File: config.mk
export PLATFORM = sky130hd
export DESIGN_NAME = lat_chan
export DESIGN_NICKNAME = d
export VERILOG_FILES = /design/src/rtl/lat_chan_pkg.sv /design/src/rtl/lat_chan_store.sv /design/src/rtl/lat_chan_ptr.sv /design/src/rtl/lat_chan_level.sv /design/src/rtl/lat_chan.sv
export SDC_FILE = /design/constraint.sdc
export NUM_CORES = 1
export LEC_CHECK = 0
export ABC_AREA = 1
export BUFFER_PORTS_ARGS = -buffer_cell sky130_fd_sc_hd__buf_2
export CORE_ASPECT_RATIO = 1.2
export CORE_MARGIN = 10
export CORE_UTILIZATION = 62
export DETAILED_ROUTE_END_ITERATION = 8
export PLACE_DENSITY = 0.84
export SLEW_MARGIN = 5
export SYNTH_ARGS = -nofsm -noshare
export SYNTH_HDL_FRONTEND = slang
export SYNTH_SLANG_ARGS = --single-unit
File: constraint.sdc
create_clock -name clk -period 3.5 [get_ports clk]
set_clock_uncertainty 0.05 [all_clocks]
set_input_delay 0.35 -clock clk [delete_from_list [all_inputs] [get_ports clk]]
set_output_delay 0.35 -clock clk [all_outputs]
set_load 0.01 [all_outputs]
File: src/rtl/lat_chan_pkg.sv
package lat_chan_pkg;

   typedef enum logic [1:0] {
      LVL_ON_TARGET = 2'b00,
      LVL_AHEAD     = 2'b01,
      LVL_BEHIND    = 2'b10
   } lvl_e;

   function automatic lvl_e classify(input int unsigned fill, input int unsigned lat);
      if (fill == lat)     return LVL_ON_TARGET;
      else if (fill > lat) return LVL_AHEAD;
      else                 return LVL_BEHIND;
   endfunction

endpackage

File: src/rtl/lat_chan_store.sv
module lat_chan_store #(
   parameter int PAYLOAD_W = 8,
   parameter int DEPTH     = 4,
   parameter int PTR_W     = 2
) (
   input  logic                 clk,
   input  logic                 rst_n,
   input  logic                 wr_en,
   input  logic [PTR_W-1:0]     wr_idx,
   input  logic                 wr_tok,
   input  logic [PAYLOAD_W-1:0] wr_data,
   input  logic [PTR_W-1:0]     rd_idx,
   output logic                 rd_tok,
   output logic [PAYLOAD_W-1:0] rd_data
);
   localparam int SLOT_W = PAYLOAD_W + 1;

   logic [SLOT_W-1:0] slot_q [DEPTH];

   // Every slot resets to an empty token; only the first LATENCY ones are counted live.
   for (genvar g = 0; g < DEPTH; g++) begin : g_slot
      always_ff @(posedge clk) begin
         if (!rst_n)
            slot_q[g] <= {1'b1, {PAYLOAD_W{1'b0}}};
         else if (wr_en && (wr_idx == PTR_W'(g)))
            slot_q[g] <= {wr_tok, wr_data};
      end
   end

   logic [SLOT_W-1:0] head_w;
   always_comb begin
      head_w = slot_q[0];
      for (int i = 0; i < DEPTH; i++)
         if (rd_idx == PTR_W'(i)) head_w = slot_q[i];
   end

   assign rd_tok  = head_w[SLOT_W-1];
   assign rd_data = head_w[PAYLOAD_W-1:0];

endmodule

File: src/rtl/lat_chan_ptr.sv
module lat_chan_ptr #(
   parameter int DEPTH   = 4,
   parameter int LATENCY = 2,
   parameter int PTR_W   = 2,
   parameter int CNT_W   = 3
) (
   input  logic             clk,
   input  logic             rst_n,
   input  logic             do_push,
   input  logic             do_pop,
   output logic [PTR_W-1:0] wr_idx,
   output logic [PTR_W-1:0] rd_idx,
   output logic [CNT_W-1:0] fill
);
   localparam bit POW2 = (DEPTH > 1) && (DEPTH == (1 << PTR_W));

   logic [PTR_W-1:0] wr_q, rd_q, wr_nx, rd_nx;
   logic [CNT_W-1:0] fill_q;

   if (POW2) begin : g_wrap_free
      assign wr_nx = wr_q + 1'b1;
      assign rd_nx = rd_q + 1'b1;
   end else begin : g_wrap_cmp
      assign wr_nx = (wr_q == PTR_W'(DEPTH - 1)) ? '0 : wr_q + 1'b1;
      assign rd_nx = (rd_q == PTR_W'(DEPTH - 1)) ? '0 : rd_q + 1'b1;
   end

   always_ff @(posedge clk) begin
      if (!rst_n) begin
         wr_q   <= PTR_W'(LATENCY % DEPTH);
         rd_q   <= '0;
         fill_q <= CNT_W'(LATENCY);
      end else begin
         if (do_push) wr_q <= wr_nx;
         if (do_pop)  rd_q <= rd_nx;
         case ({do_push, do_pop})
            2'b10:   fill_q <= fill_q + 1'b1;
            2'b01:   fill_q <= fill_q - 1'b1;
            default: fill_q <= fill_q;
         endcase
      end
   end

   assign wr_idx = wr_q;
   assign rd_idx = rd_q;
   assign fill   = fill_q;

endmodule

File: src/rtl/lat_chan_level.sv
module lat_chan_level
   import lat_chan_pkg::*;
#(
   parameter int DEPTH   = 4,
   parameter int LATENCY = 2,
   parameter int CNT_W   = 3
) (
   input  logic [CNT_W-1:0] fill,
   output logic             full,
   output logic             empty,
   output logic [1:0]       level
);
   lvl_e lvl_w;

   always_comb begin
      lvl_w = classify(int'(fill), LATENCY);
   end

   assign full  = (fill == CNT_W'(DEPTH));
   assign empty = (fill == '0);
   assign level = lvl_w;

endmodule

File: src/rtl/lat_chan.sv
module lat_chan #(
   parameter int PAYLOAD_W   = 8,
   parameter int LATENCY     = 2,
   parameter int EXTRA_DEPTH = 1
) (
   input  logic                 clk,
   input  logic                 rst_n,
   input  logic                 push_i,
   input  logic                 push_empty_tok_i,
   input  logic [PAYLOAD_W-1:0] push_data_i,
   input  logic                 pop_i,
   output logic                 head_empty_tok_o,
   output logic [PAYLOAD_W-1:0] head_data_o,
   output logic                 full_o,
   output logic                 empty_o,
   output logic [1:0]           level_o,
   output logic                 proto_err_o
);
   localparam int DEPTH = LATENCY + 1 + EXTRA_DEPTH;
   localparam int PTR_W = (DEPTH > 1) ? $clog2(DEPTH) : 1;
   localparam int CNT_W = $clog2(DEPTH + 1);

   if (PAYLOAD_W < 1) begin : g_bad_width
      $error("lat_chan: PAYLOAD_W must be at least 1");
   end
   if (LATENCY < 0) begin : g_bad_lat
      $error("lat_chan: LATENCY must not be negative");
   end
   if (EXTRA_DEPTH < 0) begin : g_bad_extra
      $error("lat_chan: EXTRA_DEPTH must not be negative");
   end

   logic             full_w, empty_w, do_push, do_pop, err_q;
   logic [PTR_W-1:0] wr_idx, rd_idx;
   logic [CNT_W-1:0] fill;

   assign do_push = push_i && !full_w;
   assign do_pop  = pop_i && !empty_w;

   lat_chan_ptr #(
      .DEPTH(DEPTH), .LATENCY(LATENCY), .PTR_W(PTR_W), .CNT_W(CNT_W)
   ) ptr_i (
      .clk(clk), .rst_n(rst_n), .do_push(do_push), .do_pop(do_pop),
      .wr_idx(wr_idx), .rd_idx(rd_idx), .fill(fill)
   );

   lat_chan_store #(
      .PAYLOAD_W(PAYLOAD_W), .DEPTH(DEPTH), .PTR_W(PTR_W)
   ) store_i (
      .clk(clk), .rst_n(rst_n), .wr_en(do_push), .wr_idx(wr_idx),
      .wr_tok(push_empty_tok_i), .wr_data(push_data_i), .rd_idx(rd_idx),
      .rd_tok(head_empty_tok_o), .rd_data(head_data_o)
   );

   lat_chan_level #(
      .DEPTH(DEPTH), .LATENCY(LATENCY), .CNT_W(CNT_W)
   ) level_i (
      .fill(fill), .full(full_w), .empty(empty_w), .level(level_o)
   );

   always_ff @(posedge clk) begin
      if (!rst_n) err_q <= 1'b0;
      else if ((push_i && full_w) || (pop_i && empty_w)) err_q <= 1'b1;
   end

   assign full_o      = full_w;
   assign empty_o     = empty_w;
   assign proto_err_o = err_q;

endmodule

# Word level (Yosys, flattened, before mapping)
# Memories as Yosys holds them, arrays and structs flattened.
# Index checks and enable logic that the tools add are counted.
totals:
  word_cells: 61
  reg_bits: 8
  n_memories: 1
  ramBits: 36
  input_bits: 13
op_classes:
  mux: 23
  bitwise: 4
  order_cmp: 1
  eq_ne: 10
  reduce_logical: 14
  n_addsub: 4
memory_table:
  columns: ["memory", "words", "width", "rd", "rd_clocked_by_memory_dff", "wr", "line_no", "rtl"]
  rows:
  - ["store_i.slot_q", 4, 9, 4, 0, 4, "lat_chan_store.sv:18", "logic [SLOT_W-1:0] slot_q [DEPTH];"]
ops:
  columns: ["cell", "count"]
  rows:
  - ["$mux W9", 7]
  - ["$mux W1", 13]
  - ["$eq A2 B2 Y1 const B", 5]
  - ["$logic_and A1 B1 Y1", 8]
  - ["$eq A2 B1 Y1 const B", 3]
  - ["$pmux W3 S2", 1]
  - ["$add A2 B1 Y2 const B", 2]
  - ["$mux W2", 2]
  - ["$or A1 B1 Y1", 4]
  - ["$add A3 B1 Y3 const B", 1]
  - ["$eq A3 B2 Y1 const B", 1]
  - ["$eq A3 B3 Y1 const B", 1]
  - ["$gt A3 B2 Y1 const B", 1]
  - ["$logic_not A3 Y1", 1]
  - ["$sub A3 B1 Y3 const B", 1]
  - ["$logic_not A1 Y1", 2]
  - ["$logic_not A2 Y1", 1]
  - ["$reduce_bool A2 Y1", 1]
  - ["$logic_or A1 B1 Y1", 1]

# Longest topological paths before layout
depth:
  word_depth: 8
  ltp_mapped: 12
  mapped_depth_nobuf: 12

# Cells and area by module
# A second synthesis with hierarchy kept.
hier_totals:
  cells_unflattened: 243
  hier_area_um2: 2119.5
by_module_without_submodules:
  columns: ["mod", "area_per_inst_um2", "seq_area_each_um2", "n_inst", "cells_per_inst"]
  rows:
  - ["lat_chan_store", 1715.4, 1081.0, 1, 183]
  - ["lat_chan_ptr", 306.5, 140.1, 1, 40]
  - ["lat_chan", 58.8, 20.0, 1, 11]
  - ["lat_chan_level", 38.8, 0.0, 1, 9]

# Least setup slack after synthesis
# No wires, ideal clock.
synth_path:
  path_kind: "flip-flop to flip-flop"
  from: "register ptr_i.fill_q[1], in the netlist ptr_i.fill[1]"
  to: "register ptr_i.fill_q[2], in the netlist ptr_i.fill[2]"
  setup_ns: 0.110
  arrival_ns: 1.614
  t_required_ns: 3.340
  setup_slack_ns: 1.726
  path_stages_with_launch: 13
  path_cell_list: "dfxtp_1 > nor2_2 > nand2_4 > nand2_4 > ha_1 > inv_1 > fa_1 > inv_1 > nand2_1 > nand3_1 > nand2_1 > inv_1 > nor2_1"
synth_via:
  elab_chain_cells: 5
  word_cells_on_any_way: 12
  cone_classes: "2 x add/sub; 3 x eq/ne; 1 x mux; 6 x reduce/logical"
synth_lines:
  columns: ["item", "line_no", "rtl"]
  rows:
  - ["start: declaration", "lat_chan_ptr.sv:18", "logic [CNT_W-1:0] fill_q;"]
  - ["start signal: assignment", "lat_chan_ptr.sv:32", "fill_q <= CNT_W'(LATENCY);"]
  - ["start signal: assignment", "lat_chan_ptr.sv:37", "2'b10: fill_q <= fill_q + 1'b1;"]
  - ["start signal: assignment", "lat_chan_ptr.sv:38", "2'b01: fill_q <= fill_q - 1'b1;"]
  - ["$eq A3 B3 Y1 / $logic_not A3 Y1 (equally long branches)", "lat_chan_level.sv:19, lat_chan_level.sv:20", null]
  - ["$logic_not A1 Y1, on equally long branches", "lat_chan.sv:37, lat_chan.sv:38", null]
  - ["$logic_and A1 B1 Y1, on equally long branches", "lat_chan.sv:37, lat_chan.sv:38", null]
  - ["$eq A2 B1 Y1 / $eq A2 B2 Y1 (equally long branches)", "lat_chan_ptr.sv:36", "case ({do_push, do_pop})"]
  - ["$pmux W3 S2 / $reduce_bool A2 Y1 (equally long branches)", null, null]
# Several ways; a longest one is shown, not always the timed one.
# A chain may end at the register's enable or synchronous reset.

# Worst setup path in the final report
layout_path:
  from: "register ptr_i.rd_q[0], in the netlist ptr_i.rd_idx[0]"
  to: "output head_empty_tok_o"
layout_via:
  elab_chain_cells: 4
  word_cells_on_any_way: 6
  cone_classes: "3 x eq/ne; 3 x mux"
layout_lines:
  columns: ["item", "line_no", "rtl"]
  rows:
  - ["start: declaration", "lat_chan_ptr.sv:17", "logic [PTR_W-1:0] wr_q, rd_q, wr_nx, rd_nx;"]
  - ["start signal: assignment", "lat_chan_ptr.sv:35", "if (do_pop) rd_q <= rd_nx;"]
  - ["$eq A2 B1 Y1", "lat_chan_store.sv:34", "if (rd_idx == PTR_W'(i)) head_w = slot_q[i];"]
  - ["$mux W9 (2 in series)", "lat_chan_store.sv:34", null]
  - ["$mux W9 *", "lat_chan_store.sv:34", null]
  - ["end: declaration", "lat_chan.sv:12", "output logic head_empty_tok_o,"]
# Mark *: on every way between the ends. The rest lies on a longest branch, timed or not.

==> flow_metrics.py <==
metrics = {
    "floorplanning": {
        "ioPinCount": 27,
        "start_util": 0.657,
        "die_h_um": 86.0,
        "die_x_um": 75.0,
        "num_rows": 23,
        "core_sq_mm": 0.00342,
        "die-area_sq_mm": 0.00645,
    },
    "final_layout": {
        "layout_common_cells": "46 x nor2_1, 36 x edfxtp_1, 32 x inv_1",
        "synthToLayoutAreaGrowth_pct": 9.13,
        "multi_input_area_sq_um": 806,
        "layout_commonest_cell": "nor2_1",
        "final_layout_size_suffix_gt1_frac": 0.179,
        "seqCellArea_sq_mm": 0.00124,
        "nFillCells": 265,
        "antenna_cells": 0,
        "nNetsFinal": 273,
    },
    "yosys": {
        "syn_inst": 225,
        "yosys-mux-area-fraction": 0,
        "yosys_warnings": 0,
        "syn_area_sq_mm": 0.00225,
        "synth_fa_ha_area_frac": 0.0534,
        "synth_area_leader_cell": "edfxtp_1",
        "synthSimpleGateAreaFrac": 0.220,
        "synth_top_family_by_area": "simple AND/OR/NAND/NOR gates",
        "ys_ff_latch": 44,
        "yosysSeqAreaShare": 0.552,
        "avgSynthCellArea_sq_um": 9.99,
        "ys_types": 23,
        "synth_compound_area_frac": 0.0851,
        "synth_top_area_frac": 0.481,
        "synth.area.top_cells": "edfxtp_1 48%, nor2_1 7.7%, dfxtp_1 7.1%",
        "syn_nets": 247,
        "synthXorXnorAreaFrac": 0,
    },
    "detailed_routing": {
        "routedWlPerCell_um": 15.4,
        "drtIter0Drc": 153,
        "ant_nets": 0,
        "first_pass_iters": 4,
        "vias": 1578,
        "drc": 0,
        "via_per_inst": 5.46,
        "wirelength_um": 4440,
    },
    "sta": {
        "rsz0062_at_grt": "false",
        "fin_crit_sh": 0.654,
        "finalMaxSlewViolations": 0,
        "max_freq_mhz": 437,
        "hold_viol_final": 0,
        "fin_hold_ws_ns": 0.325,
        "setup_viol": 0,
        "fin_tns_setup_ns": 0,
        "timing.slew.headroom": 0.573,
        "tightest_slew_ns": 0.640,
        "fin_crit_ns": 2.29,
    },
    "status": {
        "status": "finished, final reports clean",
    },
    "clocking": {
        "htree_levels": 2,
        "cts_tree": "done",
        "cts_hold_buffers": 0,
        "cts.sinks": 44,
        "path_clk_slew_ns": 0.08,
        "clockBufferDepth": 2,
        "insertion_delay_ns": 0.30,
        "cts_buffers": 5,
        "clockRootBuffer": "clkbuf_8",
        "post-cts-setup-buffers": 0,
        "cts.repair.resized": 0,
    },
    "placement": {
        "io_buffer_count": 26,
        "hpwl_um": 3220,
        "gp_congestion": 0.821,
    },
    "grt": {
        "grtUsageMet3": 0.0450,
        "top_usage_layer": "met2",
        "antenna_found_initial": 0,
        "grt.total_usage": 0.149,
        "grt_pass1_wl_um": 7250,
        "grt.overflow.total": 0,
        "grt_max_degree": 21,
        "grt_use_met2": 0.246,
        "use_met1": 0.156,
        "first_global_vias": 1630,
    },
    "critical_path": {
        "cp_max_fo": 10,
        "end_kind": "primary output",
        "critical_path_required_ns": 3.10,
        "path_cells": "inv_1 -> ha_1 -> clkinv_1 -> o211ai_1 -> a21oi_1 -> buf_2",
        "start_kind": "register",
        "crit_type": "reg -> out",
        "arrival_ns": 1.89,
        "cp_slowest_stage_delay_ns": 0.35,
        "crit_slowest_cell": "dfxtp_1",
    },
    "pwr": {
        "p_leak_nw": 1.09,
        "peakVddDrop_uv": 361,
        "p_per_area_mw_per_mm2": 519,
        "p_total_w": 0.00127,
    },
    "min_path": {
        "min_path_type": "in -> reg",
    },
    "flow_run": {
        "max_cap_violations": 0,
    },
}
==> cell usage after synthesis <==
cell type / instances
dfxtp_1: 8
nor2_4: 1
nand3b_1: 1
a21oi_1: 19
fa_1: 1
edfxtp_1: 36
nand4_4: 4
a21boi_2: 1
nor2_1: 46
clkinv_1: 2
inv_1: 32
ha_1: 8
nand4_1: 5
nand3_1: 8
o21ai_0: 2
nor2_2: 3
buf_4: 1
buf_2: 5
inv_6: 1
nand2_4: 2
bufbuf_16: 1
nand2_1: 28
o211ai_1: 10
==> metal layers <==
layer  vias to the layer above  wire length, um
li1                        796                -
met5                         -                0
met1                       726             1760
met2                        42             2250
met4                         0              159
met3                        14              271
==> cell families (layout without fill, tap and decap cells) <==
logic type | Yosys count | count (layout)
buf+inv | 42 | 69
fa+ha+maj | 9 | 9
flops | 44 | 44
compound gates | 32 | 32
simple gates | 98 | 98
==> worst paths after layout <==
path	start	to	slack (ns)	depth (start not counted)
worst max-delay path	ptr_i.rd_idx[0]$_SDFFE_PN0P_	head_empty_tok_o	1.21	6
worst min-delay path	push_empty_tok_i	store_i.slot_q[1][8]$_SDFFCE_PN1P_	0.32	3
worst max register to register	ptr_i.fill[1]$_SDFFE_PN1P_	ptr_i.fill[2]$_SDFFE_PN0P_	1.59	12
worst min register to register	ptr_i.wr_idx[1]$_SDFFE_PN1P_	ptr_i.wr_idx[1]$_SDFFE_PN1P_	0.47	2
==> area by class of cell <==
cell class | count | area share
Clock buffer | 7 | 0.0352
Multi-Input combinational cell | 139 | 0.328
Timing Repair Buffer | 26 | 0.0530
Inverter | 35 | 0.0556
Tap cell | 37 | 0.0189
Clock inverter | 1 | 0.00306
Sequential cell | 44 | 0.506
==> power by group <==
part | total, W | switching, W | internal [W]
clock network | 0.000328 | 0.000168 | 0.000160
logic | 0.000303 | 0.000193 | 0.000110
registers | 0.000642 | 0.0000284 | 0.000614
==> metrics by stage <==
step	instances	setup WS (ns)	area, sq um	util
after floorplan	225	1.73	2250	-
after CTS	289	1.22	2450	0.716
final	289	1.21	2450	0.716
after global routing	289	1.05	2450	0.716
after global placement	281	1.60	2360	0.689
after detailed placement	281	1.55	2360	0.689
==> sequential cells by signal, indices dropped and copies added, names as in the netlist <==
name	cells
ptr_i.wr_idx	2
proto_err_o	1
ptr_i.rd_idx	2
ptr_i.fill	3
store_i.slot_q	36
==> worst max-delay path, delay by kind of cell, from the launching register on <==
| family | cells | cell delay, ns |
|---|---|---|
| compound gates | 2 | 0.31 |
| fa+ha+maj | 1 | 0.35 |
| buf+inv | 3 | 0.58 |
| flops | 1 | 0.35 |
No activity file was read; power rests on OpenSTA's default activity.
